**config.mk**
```make
export PLATFORM = sky130hd
export DESIGN_NAME = vse_sync_core
export DESIGN_NICKNAME = d
export VERILOG_FILES = /design/src/rtl/vse_pkg.sv /design/src/rtl/vse_std_decode.sv /design/src/rtl/vse_fall_detect.sv /design/src/rtl/vse_pos_counter.sv /design/src/rtl/vse_sync_shaper.sv /design/src/rtl/vse_sync_core.sv
export SDC_FILE = /design/constraint.sdc
export NUM_CORES = 1
export LEC_CHECK = 0
export CAP_MARGIN = 5
export CORE_ASPECT_RATIO = 1.5
export CORE_MARGIN = 8
export CORE_UTILIZATION = 60
export CTS_CLUSTER_DIAMETER = 80
export DETAILED_ROUTE_END_ITERATION = 12
export PLACE_DENSITY = 0.85
export SLEW_MARGIN = 20
export SYNTH_ARGS = -nofsm -noshare
export SYNTH_HDL_FRONTEND = slang
export SYNTH_HIERARCHICAL = 1
export SYNTH_SLANG_ARGS = --single-unit
```
**constraint.sdc**
```tcl
create_clock -name clk_i -period 4.6 [get_ports clk_i]
set_clock_uncertainty 0.1 [all_clocks]
set_input_delay 0.92 -clock clk_i [delete_from_list [all_inputs] [get_ports clk_i]]
set_output_delay 0.92 -clock clk_i [all_outputs]
set_load 0.02 [all_outputs]
```
**src/rtl/vse_pkg.sv**
```systemverilog
package vse_pkg;
  typedef enum logic [1:0] {
    STD_SLEEP = 2'b00,
    STD_PALM  = 2'b01,
    STD_PAL   = 2'b10,
    STD_NTSC  = 2'b11
  } vse_std_e;
endpackage

```
**src/rtl/vse_std_decode.sv**
```systemverilog
module vse_std_decode #(
  parameter int LEN_A  = 1716,
  parameter int LEN_B  = 1728,
  parameter int ROWS_A = 525,
  parameter int ROWS_B = 625,
  parameter int PXW    = 11,
  parameter int LNW    = 10
) (
  input  logic [1:0]     mode_i,
  output logic           sleep_o,
  output logic [PXW-1:0] len_o,
  output logic [PXW-1:0] half_o,
  output logic [LNW-1:0] rows_o,
  output logic [LNW-1:0] mid_o
);
  import vse_pkg::*;

  localparam logic [PXW-1:0] LenA  = PXW'(LEN_A);
  localparam logic [PXW-1:0] LenB  = PXW'(LEN_B);
  localparam logic [PXW-1:0] HalfA = PXW'(LEN_A / 2);
  localparam logic [PXW-1:0] HalfB = PXW'(LEN_B / 2);
  localparam logic [LNW-1:0] RowsA = LNW'(ROWS_A);
  localparam logic [LNW-1:0] RowsB = LNW'(ROWS_B);
  localparam logic [LNW-1:0] MidA  = LNW'((ROWS_A - 1) / 2);
  localparam logic [LNW-1:0] MidB  = LNW'((ROWS_B - 1) / 2);

  vse_std_e std;
  assign std = vse_std_e'(mode_i);

  // 525-line geometry is the fallback; sleep keeps it but flags the park
  always_comb begin
    sleep_o = 1'b0;
    len_o   = LenA;
    half_o  = HalfA;
    rows_o  = RowsA;
    mid_o   = MidA;
    case (std)
      STD_PAL: begin
        len_o  = LenB;
        half_o = HalfB;
        rows_o = RowsB;
        mid_o  = MidB;
      end
      STD_SLEEP: sleep_o = 1'b1;
      default: ;
    endcase
  end
endmodule

```
**src/rtl/vse_fall_detect.sv**
```systemverilog
module vse_fall_detect #(
  parameter int CH = 2
) (
  input  logic          clk_i,
  input  logic          rst_n_i,
  input  logic [CH-1:0] sig_n_i,
  output logic [CH-1:0] fall_o
);
  logic [CH-1:0] prev_q;

  for (genvar c = 0; c < CH; c++) begin : g_ch
    always_ff @(posedge clk_i or negedge rst_n_i) begin
      if (!rst_n_i) prev_q[c] <= 1'b1;
      else          prev_q[c] <= sig_n_i[c];
    end
    assign fall_o[c] = prev_q[c] & ~sig_n_i[c];
  end
endmodule

```
**src/rtl/vse_pos_counter.sv**
```systemverilog
module vse_pos_counter #(
  parameter int PXW = 11,
  parameter int LNW = 10
) (
  input  logic           clk_i,
  input  logic           rst_n_i,
  input  logic           clr_i,
  input  logic           hs_sync_i,
  input  logic           vs_load_i,
  input  logic [LNW-1:0] vs_row_i,
  input  logic [PXW-1:0] len_i,
  input  logic [LNW-1:0] rows_i,
  output logic [PXW-1:0] px_o,
  output logic [LNW-1:0] row_o,
  output logic [PXW-1:0] px_next_o
);
  logic [PXW-1:0] px_q;
  logic [LNW-1:0] row_q, row_d;
  logic           px_last, line_step;

  assign px_last   = px_q >= (len_i - PXW'(1));
  assign line_step = hs_sync_i | px_last;
  assign px_next_o = line_step ? '0 : px_q + PXW'(1);

  always_comb begin
    row_d = row_q;
    if (vs_load_i)
      row_d = vs_row_i;
    else if (line_step)
      row_d = (row_q >= rows_i - LNW'(1)) ? '0 : row_q + LNW'(1);
  end

  always_ff @(posedge clk_i or negedge rst_n_i) begin
    if (!rst_n_i) begin
      px_q  <= '0;
      row_q <= '0;
    end else if (clr_i) begin
      px_q  <= '0;
      row_q <= '0;
    end else begin
      px_q  <= px_next_o;
      row_q <= row_d;
    end
  end

  assign px_o  = px_q;
  assign row_o = row_q;
endmodule

```
**src/rtl/vse_sync_shaper.sv**
```systemverilog
module vse_sync_shaper #(
  parameter int PXW      = 11,
  parameter int LNW      = 10,
  parameter int HS_WIDTH = 64,
  parameter int VS_LINES = 2
) (
  input  logic           act_i,
  input  logic [PXW-1:0] px_i,
  input  logic [LNW-1:0] row_i,
  input  logic [PXW-1:0] half_i,
  input  logic [LNW-1:0] mid_i,
  output logic           hs_n_o,
  output logic           vs_n_o,
  output logic           field_o
);
  localparam logic [PXW-1:0] HsW = PXW'(HS_WIDTH);
  localparam logic [LNW-1:0] VsL = LNW'(VS_LINES);

  logic [LNW-1:0] even_end;
  logic odd_win, after_start, before_end;

  assign even_end    = mid_i + VsL;
  assign odd_win     = row_i < VsL;
  assign after_start = (row_i > mid_i) || ((row_i == mid_i) && (px_i >= half_i));
  assign before_end  = (row_i < even_end) || ((row_i == even_end) && (px_i < half_i));

  assign hs_n_o  = ~(act_i && (px_i < HsW));
  assign vs_n_o  = ~(act_i && (odd_win || (after_start && before_end)));
  assign field_o = after_start;
endmodule

```
**src/rtl/vse_sync_core.sv**
```systemverilog
module vse_sync_core #(
  parameter int LINE_LEN_525 = 1716,
  parameter int LINE_LEN_625 = 1728,
  parameter int LINES_525    = 525,
  parameter int LINES_625    = 625,
  parameter int HS_WIDTH     = 64,
  parameter int VS_LINES     = 2,
  localparam int LEN_MAX  = (LINE_LEN_625 > LINE_LEN_525) ? LINE_LEN_625 : LINE_LEN_525,
  localparam int ROWS_MAX = (LINES_625 > LINES_525) ? LINES_625 : LINES_525,
  localparam int PXW      = $clog2(LEN_MAX),
  localparam int LNW      = $clog2(ROWS_MAX)
) (
  input  logic           clk_i,
  input  logic           rst_n_i,
  input  logic [1:0]     mode_i,
  input  logic           master_i,
  input  logic           hsync_n_i,
  input  logic           vsync_n_i,
  output logic           hsync_n_o,
  output logic           vsync_n_o,
  output logic           sync_oe_o,
  output logic [PXW-1:0] pix_o,
  output logic [LNW-1:0] line_o,
  output logic           field_o
);
  localparam logic [PXW-1:0] HsW = PXW'(HS_WIDTH);

  logic           sleep;
  logic [PXW-1:0] len, half, px_next;
  logic [LNW-1:0] rows, mid, vs_row;
  logic [1:0]     fall;
  logic           m_act, s_act, hs_sync, vs_load, odd_hit;
  logic           gen_field, field_q;

  vse_std_decode #(
    .LEN_A(LINE_LEN_525), .LEN_B(LINE_LEN_625),
    .ROWS_A(LINES_525), .ROWS_B(LINES_625), .PXW(PXW), .LNW(LNW)
  ) u_decode (
    .mode_i(mode_i), .sleep_o(sleep), .len_o(len), .half_o(half),
    .rows_o(rows), .mid_o(mid)
  );

  vse_fall_detect #(.CH(2)) u_edges (
    .clk_i(clk_i), .rst_n_i(rst_n_i),
    .sig_n_i({vsync_n_i, hsync_n_i}), .fall_o(fall)
  );

  assign m_act   = master_i & ~sleep;
  assign s_act   = ~master_i & ~sleep;
  assign hs_sync = s_act & fall[0];
  assign vs_load = s_act & fall[1];
  // field identity comes from where in the line the vertical edge lands
  assign odd_hit = px_next < HsW;
  assign vs_row  = odd_hit ? '0 : mid;

  vse_pos_counter #(.PXW(PXW), .LNW(LNW)) u_count (
    .clk_i(clk_i), .rst_n_i(rst_n_i), .clr_i(sleep),
    .hs_sync_i(hs_sync), .vs_load_i(vs_load), .vs_row_i(vs_row),
    .len_i(len), .rows_i(rows),
    .px_o(pix_o), .row_o(line_o), .px_next_o(px_next)
  );

  vse_sync_shaper #(
    .PXW(PXW), .LNW(LNW), .HS_WIDTH(HS_WIDTH), .VS_LINES(VS_LINES)
  ) u_shape (
    .act_i(m_act), .px_i(pix_o), .row_i(line_o), .half_i(half), .mid_i(mid),
    .hs_n_o(hsync_n_o), .vs_n_o(vsync_n_o), .field_o(gen_field)
  );

  always_ff @(posedge clk_i or negedge rst_n_i) begin
    if (!rst_n_i)     field_q <= 1'b0;
    else if (sleep)   field_q <= 1'b0;
    else if (vs_load) field_q <= ~odd_hit;
  end

  assign sync_oe_o = m_act;
  assign field_o   = master_i ? gen_field : field_q;
endmodule

```
==> results of run 1 <==
==> what timing repair did <==
item	in CTS	in global routing
endpoints found under the setup margin	2	8
resized for setup	6	12
hold buffers	0	0
pin swaps	1	0
==> worst max-delay path by stage <==
stage                       endpoint  slack (ps)  cells past startpoint
finish                     vsync_n_o         160                     15
global route               vsync_n_o          -1                     15
CTS                          field_o          10                     12
detailed placement         vsync_n_o        -300                     15
global placement             field_o        -270                     13
floorplan           u_count/row_o[1]         210                     16
==> tightest hold or removal path: stages (launching register included) <==
cell and delay, ps:
dfrtp_1 390, nand2b_1 80, o21ai_1 60
==> layer usage <==
metal,part of all wire,vias to the layer above,track usage
met4,0.033,0,0.116
met1,0.37,1521,0.190
met5,0,-,0
met3,0.047,32,0.0376
li1,-,1514,-
met2,0.55,113,0.415
==> sequential cells by signal, indices dropped and copies added, names as in the netlist <==
name,count
u_count/row_o,10
u_edges/prev_q,2
field_q,1
u_count/px_o,11
==> power by group <==
group	total [mW]	internal [mW]	switching, mW
Sequential	0.261	0.226	0.0353
Clock	0.196	0.117	0.0790
Combinational	0.278	0.126	0.152
==> area by class of cell <==
| type | instances | area, um2 | area share |
|---|---|---|---|
| Timing Repair Buffer | 57 | 508 | 0.128 |
| Tap cell | 72 | 90.1 | 0.0228 |
| Clock buffer | 3 | 41.3 | 0.0104 |
| Inverter | 37 | 139 | 0.0351 |
| Sequential cell | 24 | 603 | 0.152 |
| Clock inverter | 1 | 30.0 | 0.00759 |
| Multi-Input combinational cell | 338 | 2550 | 0.643 |
==> stage by stage <==
stage                      util  area, um2  hold WS [ps]  setup TNS [ps]  total power [mW]
final                     0.694       3960           466               0             0.735
after global routing      0.694       3960           496           -1.17             0.778
after CTS                 0.688       3920           464               0             0.730
after detailed placement  0.674       3840           443           -1700             0.534
after global placement    0.674       3840           424           -1130             0.525
after floorplan               -       3570           402               0             0.453
==> flow_summary.ini, run 1 <==
[run_status]
status = completed

[timing]
fin_crit_sh = 0.965
finalSetupViolations = 0
hold_viol = 0
finalCriticalPeriod_ps = 4440
worstMarginPinSlew_ps = 1000
worst_slack_ps = 160
slew_headroom = 0.329
slew_violations = 0
max_freq_ghz = 0.225

[pwr]
p_leak_nw = 1.84
max-vdd-ir-drop_uv = 169
power_density_nw_per_um2 = 186

[floorplan]
coreArea_um2 = 5700
die_h_um = 109
rows = 34
die_area_um2 = 8570
ios = 32
initial_core_util = 0.612
die_x_um = 78.3

[layout]
drive_above_1_share = 0.165
final_common_cell = ha_1
area_growth_syn_to_layout_pct = 13.4
fin_nets = 524
antenna_cells = 0
fillers = 460
stdcell_count = 532
layout_common_cells = ha_1, inv_1, nor2_1

[drt]
avgViaCountPerCell = 5.98
drc = 0
drtIter0Drc = 215
ant_nets = 0
totalWireLength_um = 8810
drt_pass1_iterations = 5
wl_per_cell_um = 16.6
vias = 3180

[min_path]
hp-class = reg2reg
min_from = field_q
hold_end = field_q
whs_path_depth = 2

[grt]
grt_pass1_wl_um = 14600
grt_pass1_vias = 3288
grt_max_degree = 21
grt_overflow = 0
antenna_found_initial = 0
grt_usage = 0.208

[cts]
clock_latency_ps = 280
cts_made_buffers = 3
clockRootBuffer = clkbuf_8
cts_tree = done
clockBufferDepth = 2
cts_setup_buffers = 0
cts.sinks = 24
htreeDepth = 1
clk_pin_slew_ps = 100

[critical_path]
setup.worst_path.start = mode_i[0]
regToRegSetupSlack_ps = 1570
r2r_cells = 13
crit_path_cell_trace = clkdlybuf4s50_1, buf_4, nor2b_2, buf_6, inv_2, nor3_2, nand3_1, xnor2_1, ha_1, nand4_1, and2b_1, nor2_2, a211o_1, o211ai_2, buf_4
worst_setup_path_end_kind = output pin
slowest_delay_ps = 420
rr_endpoint = u_count/row_o[4]
start_kind = primary input
path_class = in2out
cp_top_family = buffers and inverters
crit_arrival_ps = 3420
crit_buf_inv = 5
path_common_cell = buf_4
crit_slowest_cell = clkdlybuf4s50_1
worstReg2RegStart = u_count/px_o[0]
worstPathRequired_ps = 3580
worstPathMaxFanout = 8

[synthesis]
avgSynthCellArea_um2 = 8.23
syn_area_um2 = 3490
netlist_instances = 424
yosys_warnings = 6

[placement]
dp_hpwl_um = 7020
routabilityCongestion = 0.910
dp_cells = 528
place_ws_ps = -304
port_buffers = 31

[job]
drv_cap = 0
Note: power is estimated with default switching activity, not from simulation.
==> run 2: changes to the inputs <==
--- a/config.mk
+++ b/config.mk
@@ -10,6 +10,7 @@
 export CORE_MARGIN = 8
 export CORE_UTILIZATION = 60
 export CTS_CLUSTER_DIAMETER = 80
+export CTS_CLUSTER_SIZE = 8
 export DETAILED_ROUTE_END_ITERATION = 12
 export PLACE_DENSITY = 0.85
 export SLEW_MARGIN = 20
==> results of run 2 <==
Final layout, timing and power as in run 1 (identical DEF).
